`src/rtl/bitstep_pkg.sv`:
```
package bitstep_pkg;

    typedef enum logic [2:0] {
        OP_ROL = 3'd0,
        OP_ROR = 3'd1,
        OP_RCL = 3'd2,
        OP_RCR = 3'd3,
        OP_SHL = 3'd4,
        OP_SHR = 3'd5,
        OP_SAL = 3'd6,
        OP_SAR = 3'd7
    } shop_e;

    typedef enum logic [1:0] {
        ST_IDLE = 2'd0,
        ST_RUN  = 2'd1,
        ST_DONE = 2'd2
    } phase_e;

endpackage

```
`src/rtl/bitstep_count_sel.sv`:
```
module bitstep_count_sel #(
    parameter int RW = 8,
    parameter int CW = 5
) (
    input  logic          cnt_from_reg,
    input  logic [RW-1:0] reg_count,
    output logic [CW-1:0] steps
);
    logic unused_high;
    assign unused_high = ^reg_count[RW-1:CW];

    always_comb begin
        if (cnt_from_reg) steps = reg_count[CW-1:0];
        else              steps = CW'(1);
    end
endmodule

```
`src/rtl/bitstep_one.sv`:
```
module bitstep_one
    import bitstep_pkg::*;
#(
    parameter int DW = 16,
    parameter int NW = 8
) (
    input  logic [DW-1:0] val,
    input  logic          wide,
    input  shop_e         op,
    input  logic          cin,
    output logic [DW-1:0] val_n,
    output logic          cout,
    output logic          msb_n
);
    logic          top_b;
    logic          bot_b;
    logic          fill;
    logic          go_left;
    logic [DW-1:0] left_v;
    logic [DW-1:0] right_v;

    always_comb begin
        top_b   = wide ? val[DW-1] : val[NW-1];
        bot_b   = val[0];
        go_left = (op == OP_ROL) || (op == OP_RCL) || (op == OP_SHL) || (op == OP_SAL);
        unique case (op)
            OP_ROL:          fill = top_b;
            OP_ROR:          fill = bot_b;
            OP_RCL, OP_RCR:  fill = cin;
            OP_SAR:          fill = top_b;
            default:         fill = 1'b0;
        endcase

        left_v = {val[DW-2:0], fill};
        if (!wide) left_v[DW-1:NW] = '0;

        if (wide) right_v = {fill, val[DW-1:1]};
        else      right_v = {{(DW-NW){1'b0}}, fill, val[NW-1:1]};

        val_n = go_left ? left_v : right_v;
        cout  = go_left ? top_b : bot_b;
        msb_n = wide ? val_n[DW-1] : val_n[NW-1];
    end
endmodule

```
`src/rtl/bitstep_shifter.sv`:
```
module bitstep_shifter
    import bitstep_pkg::*;
#(
    parameter int DW = 16,
    parameter int NW = 8,
    parameter int RW = 8,
    parameter int CW = 5
) (
    input  logic          clk,
    input  logic          rst_n,
    input  logic          start,
    input  logic          wide,
    input  logic [2:0]    op,
    input  logic          cnt_from_reg,
    input  logic [RW-1:0] reg_count,
    input  logic          carry_in,
    input  logic          ovf_in,
    input  logic [DW-1:0] operand,
    output logic          busy,
    output logic          done,
    output logic [DW-1:0] result,
    output logic          cf_out,
    output logic          of_out
);
    typedef struct packed {
        phase_e        phase;
        logic [DW-1:0] val;
        logic          cf;
        logic          of;
        logic          sign0;
        logic [CW-1:0] rem;
        shop_e         op;
        logic          wide;
    } core_t;

    core_t cur_q;
    core_t nxt_d;

    logic [CW-1:0] steps_d;
    logic [DW-1:0] step_val_d;
    logic          step_cf_d;
    logic          step_msb_d;

    bitstep_count_sel #(.RW(RW), .CW(CW)) u_cnt (
        .cnt_from_reg (cnt_from_reg),
        .reg_count    (reg_count),
        .steps        (steps_d)
    );

    bitstep_one #(.DW(DW), .NW(NW)) u_step (
        .val   (cur_q.val),
        .wide  (cur_q.wide),
        .op    (cur_q.op),
        .cin   (cur_q.cf),
        .val_n (step_val_d),
        .cout  (step_cf_d),
        .msb_n (step_msb_d)
    );

    always_comb begin
        nxt_d = cur_q;
        unique case (cur_q.phase)
            ST_IDLE: begin
                if (start) begin
                    nxt_d.val   = wide ? operand : {{(DW-NW){1'b0}}, operand[NW-1:0]};
                    nxt_d.cf    = carry_in;
                    nxt_d.of    = ovf_in;
                    nxt_d.sign0 = wide ? operand[DW-1] : operand[NW-1];
                    nxt_d.rem   = steps_d;
                    nxt_d.op    = shop_e'(op);
                    nxt_d.wide  = wide;
                    nxt_d.phase = (steps_d == '0) ? ST_DONE : ST_RUN;
                end
            end
            ST_RUN: begin
                nxt_d.val = step_val_d;
                nxt_d.cf  = step_cf_d;
                nxt_d.of  = step_msb_d ^ cur_q.sign0;
                nxt_d.rem = cur_q.rem - CW'(1);
                if (cur_q.rem == CW'(1)) nxt_d.phase = ST_DONE;
            end
            default: nxt_d.phase = ST_IDLE;
        endcase
    end

    always_ff @(posedge clk or negedge rst_n) begin
        if (!rst_n) begin
            cur_q <= '{phase: ST_IDLE, op: OP_ROL, default: '0};
        end else begin
            cur_q <= nxt_d;
        end
    end

    assign busy   = (cur_q.phase == ST_RUN);
    assign done   = (cur_q.phase == ST_DONE);
    assign result = cur_q.val;
    assign cf_out = cur_q.cf;
    assign of_out = cur_q.of;
endmodule

```
`config.mk`:
```
export PLATFORM = sky130hd
export DESIGN_NAME = bitstep_shifter
export DESIGN_NICKNAME = d
export VERILOG_FILES = /design/src/rtl/bitstep_pkg.sv /design/src/rtl/bitstep_count_sel.sv /design/src/rtl/bitstep_one.sv /design/src/rtl/bitstep_shifter.sv
export SDC_FILE = /design/constraint.sdc
export NUM_CORES = 1
export LEC_CHECK = 0
export ABC_AREA = 1
export BUFFER_PORTS_ARGS = -buffer_cell sky130_fd_sc_hd__buf_4
export CORE_AREA = 2 2 62 64
export DETAILED_ROUTE_END_ITERATION = 8
export DIE_AREA = 0 0 64 66
export GPL_TIMING_DRIVEN = 1
export PLACE_DENSITY_LB_ADDON = 0.2
export SKIP_LAST_GASP = 1
export SYNTH_ARGS = -nofsm -noshare
export SYNTH_HDL_FRONTEND = slang
export SYNTH_SLANG_ARGS = --single-unit
```
`constraint.sdc`:
```
create_clock -name clk -period 2.6 [get_ports clk]
set_input_delay 0.13 -clock clk [delete_from_list [all_inputs] [get_ports clk]]
set_output_delay 0.13 -clock clk [all_outputs]
set_load 0.01 [all_outputs]
```
==> results by group, run 1 <==
Synthesis
  – Yosys Warn Count: 0
  – Share of the synthesized area in the top cell type: 40.2%
  – Syn_nets: 277
  – Syn Inst Count: 241
  – Top cell type by total area after synthesis: dfrtp_1
  – Synth Cell Area: 0.00187 mm2
  – Ranking of synthesized cells by area: dfrtp_1, nand2_1, buf_4, o21ai_0, nor2_1
  – Register area share after synthesis: 40.2%
  – Flops & latches, synth: 30
  – Syn avg cell area: 7.76 um2
  – Distinct cells, synth: 36

Setup path
  – Crit-path cells: inv_2 -> nand2_2 -> nor2_4 -> nor2_8 -> inv_4 -> o21ai_1 -> a21oi_1 -> a21oi_1
  – CP delay by family, top: simple AND/OR/NAND/NOR gates
  – Critical Path Sink Type: flop
  – Critical Path AT: 1880 ps
  – CP max-delay cell: dfrtp_1
  – Largest stage delay on the critical path: 380 ps
  – Most used cell, CP: a21oi_1
  – Kind of critical path: flop to flop
  – CP Buf/Inv Count: 2
  – Crit-path max FO: 17
  – CP required: 2810 ps
  – Crit start category: flop

Detailed routing
  – DR vias/cell: 5.32
  – Routed WL per cell: 12.9 um
  – Total routed wirelength: 4190 um
  – Routed Antenna Nets: 0
  – Initial DRC count: 96
  – DRC: 0
  – Detailed Routing Iterations Pass 1: 5
  – DR vias: 1733

GRT
  – Vias in the first global route: 1687
  – Grt total ovfl: 0
  – Tot GR Track Use: 22.2%
  – Initial antenna violation count: 0
  – Largest net degree at the start of global routing: 31
  – First-pass GRT wire length: 7300 um

Clocking
  – Gates resized, CTS repair: 0
  – CTS tree: yes
  – Clk buf depth: 2
  – Clock-pin slew on the worst setup and hold paths: 90 ps
  – Cts hold-fix bufs: 3
  – Post CTS Setup Buffer Count: 0
  – H-tree depth: 2
  – Sink Count: 30
  – Worst-Skew Late Latency: 330 ps
  – CTS buffer count: 5
  – Root buf cell: clkbuf_4

Power
  – PwrDens: 1230 mW/mm2
  – Clk pwr share: 10.0%
  – Sw Pwr: 1.29 mW
  – Total Power: 2.73 mW
  – Static leakage: 1.05 nW
  – Worst VDD drop: 0.000482 V
  – Reg power frac: 34.5%
  – Sw frac: 47.3%
  – Combinational Power Share: 55.5%
  – Internal power: 1.44 mW

Place
  – Area post-placement: 0.00215 mm2
  – HPWL after DPL: 2970 um
  – IO Port Bufs: 50
  – Final GP Congestion: 0.863

Final layout
  – Final #Nets: 315
  – Syn-to-layout area delta: 19.2%
  – Antenna Cells: 0
  – Final Cell Area: 0.00223 mm2
  – Final core utilization: 62.8%
  – Share of cells above drive strength 1: 27.3%

Floorplanning
  – I/O pin count: 54
  – Die Height: 66 um
  – Die Wd: 64 um
  – Row cnt: 22
  – Die area: 0.00422 mm2
  – Initial Util: 52.6%
  – Core ar.: 0.00355 mm2

Timing
  – Tightest Pin Transition: 416 ps
  – Post-Route Setup TNS: 0 ps
  – Max Slew Vio Count: 0
  – Max Clock Skew: 6.78 ps
  – Hold WS: 6.17 ps
  – Final worst-path cycle share: 64.1%
  – Slew HR: 72.2%
  – Final count of hold timing violations: 0
  – Fmax: 600 MHz
  – Final setup viols: 0
  – Unrepaired setup endpoints after global routing: no
  – Tmin final: 1670 ps

Worst hold path
  – Hold Crit Class: primary input to flop

Run status
  – Status: finished clean

Run
  – Max_cap viols: 0
-- registers in the layout, indices dropped and copies added (netlist names) --
register  cells
of_out        1
cur_q        12
result       16
cf_out        1
-- stage by stage --
step	worst slack (ps)	cells
after floorplan	1350	241
after global placement	943	317
after detailed placement	947	317
after CTS	917	326
after global routing	798	326
final	935	326
-- power groups by stage --
stage	clock, mW	combinational (mW)	sequential [mW]
after floorplan	0	1.27	0.883
after global placement	0	1.49	0.945
after detailed placement	0	1.52	0.946
after CTS	0.285	1.53	0.938
after global routing	0.310	1.72	0.982
final	0.274	1.52	0.942
-- synth_stat cells, drive strengths merged --
master / n
o211ai: 3
xor2: 1
nand2: 47
or2: 1
a41oi: 1
o21ai: 29
nor2: 28
nand3: 15
clkbuf: 2
o221ai: 1
a22oi: 2
dfrtp: 30
inv: 20
a21oi: 19
and2: 1
a31oi: 9
nor4: 1
o22ai: 3
buf: 21
ha: 2
clkinv: 1
o31ai: 1
nor3: 1
o21bai: 1
nand4: 1
-- area by class of cell --
| class | instances | area [um2] |
|---|---|---|
| Sequential cell | 30 | 751 |
| Tap cell | 48 | 60.1 |
| Timing Repair Buffer | 54 | 413 |
| Clock buffer | 6 | 51.3 |
| Inverter | 21 | 85.1 |
| Multi-Input combinational cell | 167 | 868 |
| Fill cell | 331 | 1320 |
-- layer usage --
layer | vias up | share of wire, % | track usage (%) | wire, um
li1 | 876 | - | - | -
met1 | 801 | 46 | 27.2 | 1910
met2 | 50 | 47 | 36.1 | 1980
met3 | 6 | 5.7 | 6.64 | 237
met4 | 0 | 1.5 | 10.3 | 63
met5 | - | 0 | 0 | 0
-- final timing paths --
path | endpoint | startpoint | slack, ps | cells past startpoint
min | cur_q[1] | op[0] | 6 | 3
max | cur_q[5] | cur_q[29] | 930 | 8
min in group asynchronous | of_out | rst_n | 260 | 2
max reg2reg | cur_q[5] | cur_q[29] | 930 | 8
min reg2reg | of_out | of_out | 520 | 2
max in group asynchronous | cur_q[28] | rst_n | 2060 | 2
-- cells by family after synthesis --
kind of cell | share of synthesized area [%]
xor gates and xnor gates | 0.469
adders and majority gates | 1.34
and+or+nand+nor | 23.8
DFF | 40.2
AOI/OAI and AO/OA | 20.8
buffers and inverters | 13.4
-- tightest hold or removal path, delay by kind of cell --
family / cells / cell delay, ps
AO/OA/AOI/OAI: 1 / 60
AND/OR/NAND/NOR: 1 / 40
buffers and inverters: 1 / 70
-- cells in the final DEF, fill, tap and decap left out, drive strengths merged --
cell         synthesis  layout
buf                 21      51
nand2               47      47
dfrtp               30      30
o21ai               29      29
nor2                28      28
inv                 20      20
a21oi               19      19
nand3               15      15
a31oi                9       9
clkbuf               2       6
o211ai               3       3
o22ai                3       3
dlygate4sd3          0       3
a22oi                2       2
ha                   2       2
clkinv               1       1
or2                  1       1
nand4                1       1
o221ai               1       1
a41oi                1       1
nor3                 1       1
xor2                 1       1
nor4                 1       1
and2                 1       1
o31ai                1       1
o21bai               1       1
Note: power is estimated with default switching activity, not from simulation.
==> run 2: changes to the inputs <==
--- a/config.mk
+++ b/config.mk
@@ -7,9 +7,9 @@
 export LEC_CHECK = 0
 export ABC_AREA = 1
 export BUFFER_PORTS_ARGS = -buffer_cell sky130_fd_sc_hd__buf_4
-export CORE_AREA = 2 2 62 64
+export CORE_AREA = 2 2 67 69
 export DETAILED_ROUTE_END_ITERATION = 8
-export DIE_AREA = 0 0 64 66
+export DIE_AREA = 0 0 69 71
 export GPL_TIMING_DRIVEN = 1
 export PLACE_DENSITY_LB_ADDON = 0.2
 export SKIP_LAST_GASP = 1
==> constraint.sdc (replaced) <==
create_clock -name clk -period 1.4 [get_ports clk]
set_input_delay 0.07 -clock clk [delete_from_list [all_inputs] [get_ports clk]]
set_output_delay 0.07 -clock clk [all_outputs]
set_load 0.01 [all_outputs]
==> run 2 against run 1 <==
  * Worst hold slack improved by 33 ps
  * Wire length rose by 7.0%
  * Setup slack got worse by 880 ps
  * First-iteration DRC count rose by 49%
  * Power rose by 100%
  * Via count barely moved
  * Global-route usage fell by 2.5 points
  * Die area rose by 16%
  * Register-to-register slack got worse by 880 ps
  * Flip-flop and latch count did not move
  * Clock skew fell by 1.2 ps
  * Critical path depth rose by 1
  * Largest cell class unchanged
==> results by group, run 2 (synthesis gave the netlist of run 1 again) <==
Clocking
  – Root buf cell: clkbuf_8 (was clkbuf_4)
  – Clock-pin slew on the worst setup and hold paths: 70 ps (was 90 ps)
  – CTS buffer count: 5 (unchanged)
  – Clk buf depth: 2 (unchanged)
  – CTS tree: yes (unchanged)
  – Sink Count: 30 (unchanged)
  – Worst-Skew Late Latency: 280 ps (was 330 ps)
  – H-tree depth: 2 (unchanged)

Detailed routing
  – Routed WL per cell: 13.0 um (was 12.9 um)
  – Uppermost layer routed: met4 (unchanged)
  – Total routed wirelength: 4480 um (was 4190 um)
  – DR vias: 1732 (was 1733)
  – WL met1: 2080 um (was 1910 um)
  – Met3 routed WL: 138 um (was 237 um)
  – DRC: 0 (unchanged)
  – Detailed Routing Iterations Pass 1: 4 (was 5)
  – Initial DRC count: 143 (was 96)
  – DR WL met2: 2220 um (was 1980 um)
  – Routed Antenna Nets: 0 (unchanged)
  – DR vias/cell: 5.02 (was 5.32)

Setup path
  – CP delay by family, top: simple AND/OR/NAND/NOR gates (unchanged)
  – Crit-path max FO: 5 (was 17)
  – Most used cell, CP: nand2_1 (was a21oi_1)
  – Crit start category: flop (unchanged)
  – Critical Path AT: 1550 ps (was 1880 ps)
  – Largest stage delay on the critical path: 430 ps (was 380 ps)
  – CP Buf/Inv Count: 0 (was 2)
  – CP required: 1610 ps (was 2810 ps)
  – Reg-to-reg startpoint: cur_q[0] (was cur_q[29])
  – CP startpoint: cur_q[0] (was cur_q[29])
  – CP max-delay cell: dfrtp_1 (unchanged)
  – Crit-path cells: nand2_1 -> nand3_2 -> nand2_2 -> nand3_1 -> nand3_1 -> nand2_1 -> nand2_1 -> nand3_2 -> a21oi_2 (was inv_2 -> nand2_2 -> nor2_4 -> nor2_8 -> inv_4 -> o21ai_1 -> a21oi_1 -> a21oi_1)
  – Flop2flop setup slack: 50 ps (was 930 ps)
  – Critical Path Sink Type: flop (unchanged)
  – Kind of critical path: flop to flop (unchanged)

Final layout
  – Largest register FFs: 16 (unchanged)
  – Syn-to-layout area delta: 27.6% (was 19.2%)
  – Most common cell after layout, fill and taps aside: buf_4 (unchanged)
  – Commonest cells after routing, fill and taps aside: buf_4, nand2_1, dfrtp_1 (unchanged)
  – Final #Nets: 328 (was 315)
  – Final Cell Area: 0.00238 mm2 (was 0.00223 mm2)
  – Antenna Cells: 0 (unchanged)
  – Fill cells: 423 (was 331)
  – Final core utilization: 56.7% (was 62.8%)
  – Share of cells above drive strength 1: 31.1% (was 27.3%)

Timing
  – Final worst-path cycle share: 96.1% (was 64.1%)
  – Max Slew Vio Count: 0 (unchanged)
  – Unrepaired setup endpoints after global routing: yes (was no)
  – Hold WS: 38.8 ps (was 6.17 ps)
  – Final count of hold timing violations: 0 (unchanged)
  – Tightest Pin Transition: 407 ps (was 416 ps)
  – Slew HR: 72.9% (was 72.2%)
  – Final setup viols: 0 (unchanged)
  – Max Clock Skew: 5.59 ps (was 6.78 ps)
  – Tmin final: 1350 ps (was 1670 ps)
  – Fmax: 743 MHz (was 600 MHz)

GRT
  – Initial antenna violation count: 0 (unchanged)
  – Largest net degree at the start of global routing: 31 (unchanged)
  – Grt total ovfl: 0 (unchanged)
  – Vias in the first global route: 1687 (unchanged)
  – First-pass GRT wire length: 7820 um (was 7300 um)
  – Tot GR Track Use: 19.8% (was 22.2%)

Worst hold path
  – HP Start: wide (was op[0])
  – Hold Crit Class: primary input to flop (unchanged)

Floorplanning
  – Row cnt: 24 (was 22)
  – Initial Util: 44.5% (was 52.6%)
  – I/O pin count: 54 (unchanged)
  – Die Height: 71 um (was 66 um)
  – Die Wd: 69 um (was 64 um)
  – Core ar.: 0.00420 mm2 (was 0.00355 mm2)
  – Die area: 0.00490 mm2 (was 0.00422 mm2)

Power
  – Internal power: 3.07 mW (was 1.44 mW)
  – Static leakage: 1.13 nW (was 1.05 nW)
  – Reg power frac: 31.0% (was 34.5%)
  – Sw Pwr: 2.52 mW (was 1.29 mW)
  – Combinational Power Share: 56.1% (was 55.5%)
  – Worst VDD drop: 0.00113 V (was 0.000482 V)
  – Total Power: 5.59 mW (was 2.73 mW)
  – PwrDens: 2340 mW/mm2 (was 1230 mW/mm2)
  – Clk pwr share: 12.9% (was 10.0%)
  – Sw frac: 45.0% (was 47.3%)

Run
  – Max_cap viols: 0 (unchanged)

Place
  – IO Port Bufs: 50 (unchanged)
  – Area post-placement: 0.00223 mm2 (was 0.00215 mm2)
  – HPWL after DPL: 3270 um (was 2970 um)
  – Final GP Congestion: 0.884 (was 0.863)

Run status
  – Status: finished clean (unchanged)
==> run 2: power by group through the flow <==
stage	Combinational [mW]	Clock (mW)	Sequential, mW
6_report	3.13	0.722	1.73
5_1_grt	3.52	0.780	1.81
4_1_cts	3.10	0.749	1.72
3_5_place_dp	3.09	0	1.73
3_3_place_gp	3.04	0	1.73
2_1_floorplan	2.35	0	1.64
==> run 2: timing repair <==
| item | CTS | global route |
|---|---|---|
| hold buffers | 4 | 0 |
| setup buffers | 0 | 2 |
| resized for setup | 0 | 4 |
| hold endpoints to repair | 33 | 0 |
| endpoints found under the setup margin | 0 | 7 |
==> run 2: final timing paths <==
kind / cells after the start / endpoint
max in group asynchronous: 2 / cur_q[28]
worst max-delay path: 9 / of_out
worst max register to register: 9 / of_out
worst min-delay path: 3 / cur_q[0]
worst min register to register: 2 / of_out
min in group asynchronous: 2 / result[3]
==> run 2: final cells by class <==
cell class,instances,area (um2),share of cell area [%]
Clock buffer,7,86.3,3.62
Clock inverter,1,5.00,0.210
Inverter,21,87.6,3.67
Multi-Input combinational cell,167,876,36.7
Sequential cell,30,752,31.5
Tap cell,52,65.1,2.73
Timing Repair Buffer,67,513,21.5
==> run 2: stage by stage <==
step           TNS (ps)  cells  setup WS (ps)
2_1_floorplan         0    241            146
3_3_place_gp          0    331            108
6_report              0    345           54.9
5_1_grt           -77.3    345          -39.3
3_5_place_dp          0    331           64.4
4_1_cts               0    343           23.4
==> run 2: worst register-to-register path: cells and delay by family (launching register included) <==
family | cells | cell delay, ps
AOI/OAI and AO/OA | 1 | 110
DFF | 1 | 430
and+or+nand+nor | 8 | 730
==> run 2: per-layer routing <==
metal | global-route usage, % | vias up
met1 | 25.9 | 800
met4 | 7.84 | 0
met3 | 3.13 | 5
met2 | 33.0 | 27
li1 | - | 900
met5 | 0 | -
==> run 3: changes to the inputs <==
--- a/config.mk
+++ b/config.mk
@@ -7,11 +7,11 @@
 export LEC_CHECK = 0
 export ABC_AREA = 1
 export BUFFER_PORTS_ARGS = -buffer_cell sky130_fd_sc_hd__buf_4
-export CORE_AREA = 2 2 67 69
+export CORE_AREA = 2 2 63 65
 export DETAILED_ROUTE_END_ITERATION = 8
-export DIE_AREA = 0 0 69 71
+export DIE_AREA = 0 0 65 67
 export GPL_TIMING_DRIVEN = 1
-export PLACE_DENSITY_LB_ADDON = 0.2
+export PLACE_DENSITY = 0.8
 export SKIP_LAST_GASP = 1
 export SYNTH_ARGS = -nofsm -noshare
 export SYNTH_HDL_FRONTEND = slang
==> constraint.sdc (replaced) <==
create_clock -name clk -period 1.5 [get_ports clk]
set_input_delay 0.075 -clock clk [delete_from_list [all_inputs] [get_ports clk]]
set_output_delay 0.075 -clock clk [all_outputs]
set_load 0.01 [all_outputs]
==> run 3 against run 2 <==
  * Setup slack better by 98 ps
  * Maximum frequency shrank 0.17%
  * Count of clock-buffer cells in the layout is the same
  * Clock skew about the same
  * Via count is 2.4% higher
  * Sequential share of layout area is 0.37 points higher
  * First-iteration DRC count fell by 12%
  * Register-to-register slack better by 98 ps
  * Sequential power decreased by 7%
  * Critical endpoint is now result[13]
  * Largest cell class unchanged
==> results by group, run 3 (synthesis gave the netlist of run 1 again) <==
Run status
  – Status: finished clean (unchanged)

Setup path
  – Flop2flop setup slack: 150 ps (was 50 ps)
  – Crit start category: flop (unchanged)
  – Reg2reg path depth: 6 (was 9)
  – Critical Path Sink Type: flop (unchanged)
  – CP required: 1680 ps (was 1610 ps)
  – Crit-path max FO: 8 (was 5)
  – Reg-to-reg startpoint: cur_q[1] (was cur_q[0])
  – Reg2Reg Capture Point: result[13] (was of_out)
  – Critical Path AT: 1530 ps (was 1550 ps)
  – Kind of critical path: flop to flop (unchanged)

Power
  – Total Power: 5.15 mW (was 5.59 mW)
  – Sw frac: 45.7% (was 45.0%)
  – Worst VDD drop: 0.000884 V (was 0.00113 V)
  – Sw Pwr: 2.36 mW (was 2.52 mW)
  – Combinational Power Share: 55.3% (was 56.1%)
  – PwrDens: 2190 mW/mm2 (was 2340 mW/mm2)
  – Static leakage: 1.12 nW (was 1.13 nW)
  – Clk pwr share: 13.4% (was 12.9%)
  – Reg power frac: 31.3% (was 31.0%)
  – Internal power: 2.80 mW (was 3.07 mW)

Worst hold path
  – Hold Path Stages: 3 (unchanged)
  – Worst hold endpoint: cur_q[0] (unchanged)
  – HP Start: wide (unchanged)
  – Hold Crit Class: primary input to flop (unchanged)

Clocking
  – Root buf cell: clkbuf_8 (unchanged)
  – Worst-Skew Late Latency: 290 ps (was 280 ps)
  – CTS tree: yes (unchanged)
  – Clk buf depth: 2 (unchanged)
  – H-tree depth: 2 (unchanged)
  – CTS buffer count: 5 (unchanged)
  – Clock-pin slew on the worst setup and hold paths: 70 ps (about the same)
  – Sink Count: 30 (unchanged)

Final layout
  – Post-route insts no fill: 338 (was 345)
  – Commonest cells after routing, fill and taps aside: buf_4, nand2_1, dfrtp_1 (unchanged)
  – Share of cells above drive strength 1: 30.0% (was 31.1%)
  – Storage cell area: 751 um2 (was 752 um2)
  – Antenna Cells: 0 (unchanged)
  – Final #Nets: 325 (was 328)
  – Most common cell after layout, fill and taps aside: buf_4 (unchanged)
  – Fill cells: 323 (was 423)
  – Multi-input gate area: 873 um2 (was 876 um2)
  – Syn-to-layout area delta: 25.9% (was 27.6%)
  – Largest register FFs: 16 (unchanged)

Timing
  – Tmin final: 1350 ps (about the same)
  – Final worst-path cycle share: 89.8% (was 96.1%)
  – Final setup viols: 0 (unchanged)
  – Post-Route Setup TNS: 0 ps (unchanged)
  – Unrepaired setup endpoints after global routing: no (was yes)
  – Max Slew Vio Count: 0 (unchanged)
  – Max Clock Skew: 5.72 ps (was 5.59 ps)
  – Fmax: 742 MHz (was 743 MHz)
  – Final count of hold timing violations: 0 (unchanged)
  – Slew HR: 74.3% (was 72.9%)
  – Tightest Pin Transition: 386 ps (was 407 ps)
  – Final setup margin: 153 ps (was 54.9 ps)

Floorplanning
  – Row cnt: 22 (was 24)
  – Core ar.: 0.00361 mm2 (was 0.00420 mm2)
  – Initial Util: 51.8% (was 44.5%)
  – Die Height: 67 um (was 71 um)
  – Die Wd: 65 um (was 69 um)
  – I/O pin count: 54 (unchanged)
  – Die area: 0.00436 mm2 (was 0.00490 mm2)

Place
  – IO Port Bufs: 50 (unchanged)
  – HPWL after DPL: 3180 um (was 3270 um)
  – Dpl ws: 125 ps (was 64.4 ps)
  – Placed Instances: 324 (was 331)
  – Final GP Congestion: 0.914 (was 0.884)

Detailed routing
  – Routed WL per cell: 13.3 um (was 13.0 um)
  – Routed Antenna Nets: 0 (unchanged)
  – Total routed wirelength: 4490 um (was 4480 um)
  – DR vias: 1773 (was 1732)
  – Detailed Routing Iterations Pass 1: 4 (unchanged)
  – Initial DRC count: 126 (was 143)
  – DRC: 0 (unchanged)
  – DR vias/cell: 5.25 (was 5.02)

GRT
  – Largest net degree at the start of global routing: 31 (unchanged)
  – Vias in the first global route: 1661 (was 1687)
  – Initial antenna violation count: 0 (unchanged)
  – Tot GR Track Use: 22.8% (was 19.8%)
  – Grt total ovfl: 0 (unchanged)
  – First-pass GRT wire length: 7540 um (was 7820 um)

Run
  – Max_cap viols: 0 (unchanged)
## run 3: power by group through the flow
stage	clock (mW)	sequential (mW)	combinational (mW)
5_1_grt	0.736	1.67	3.22
3_5_place_dp	0	1.62	2.80
2_1_floorplan	0	1.53	2.19
3_3_place_gp	0	1.61	2.73
6_report	0.692	1.61	2.85
4_1_cts	0.700	1.61	2.82
## run 3: timing repair
item,CTS,global route
gates resized for setup,0,2
buffers inserted,0,2
hold buffers,4,0
endpoints found under the hold margin,33,0
setup endpoints to repair,0,2
## run 3: critical path, cell delays in order (launching register included)
cell      delay, ps
dfrtp_1         460
nand2_1         140
clkinv_2        130
a22oi_1         190
nor2_1           70
a31oi_1         170
o21ai_1          70
## run 3: cell type report
type	instances	area share, %
tap	48	2.55
clock buffer	7	3.67
multi-input combinational	167	37.1
inverter	21	3.72
sequential	30	31.9
clock inverter	1	0.213
timing repair buffer	64	20.8
## run 3: per-layer routing
metal | global-route usage (%) | part of all wire, %
met5 | 0 | 0
met2 | 39.0 | 49
met4 | 6.91 | 1.0
met1 | 27.8 | 43
met3 | 6.25 | 6.7
## run 3: stage by stage
stage,instance area (um2),hold WS [ps],utilization [%]
6_report,2350,33.1,65.3
5_1_grt,2350,79.4,65.3
4_1_cts,2330,37.4,64.6
3_5_place_dp,2200,29.0,61.0
3_3_place_gp,2200,27.9,61.0
2_1_floorplan,1870,-221,-
## run 3: worst max path at each step
stage	depth (start not counted)	startpoint	endpoint	slack [ps]
6_report	6	cur_q[1]	result[13]	150
5_1_grt	6	cur_q[28]	cur_q[7]	6
4_1_cts	7	cur_q[29]	cur_q[7]	130
3_5_place_dp	7	cur_q[29]	cur_q[7]	130
3_3_place_gp	7	cur_q[29]	cur_q[7]	180
2_1_floorplan	7	cur_q[1]	result[12]	250
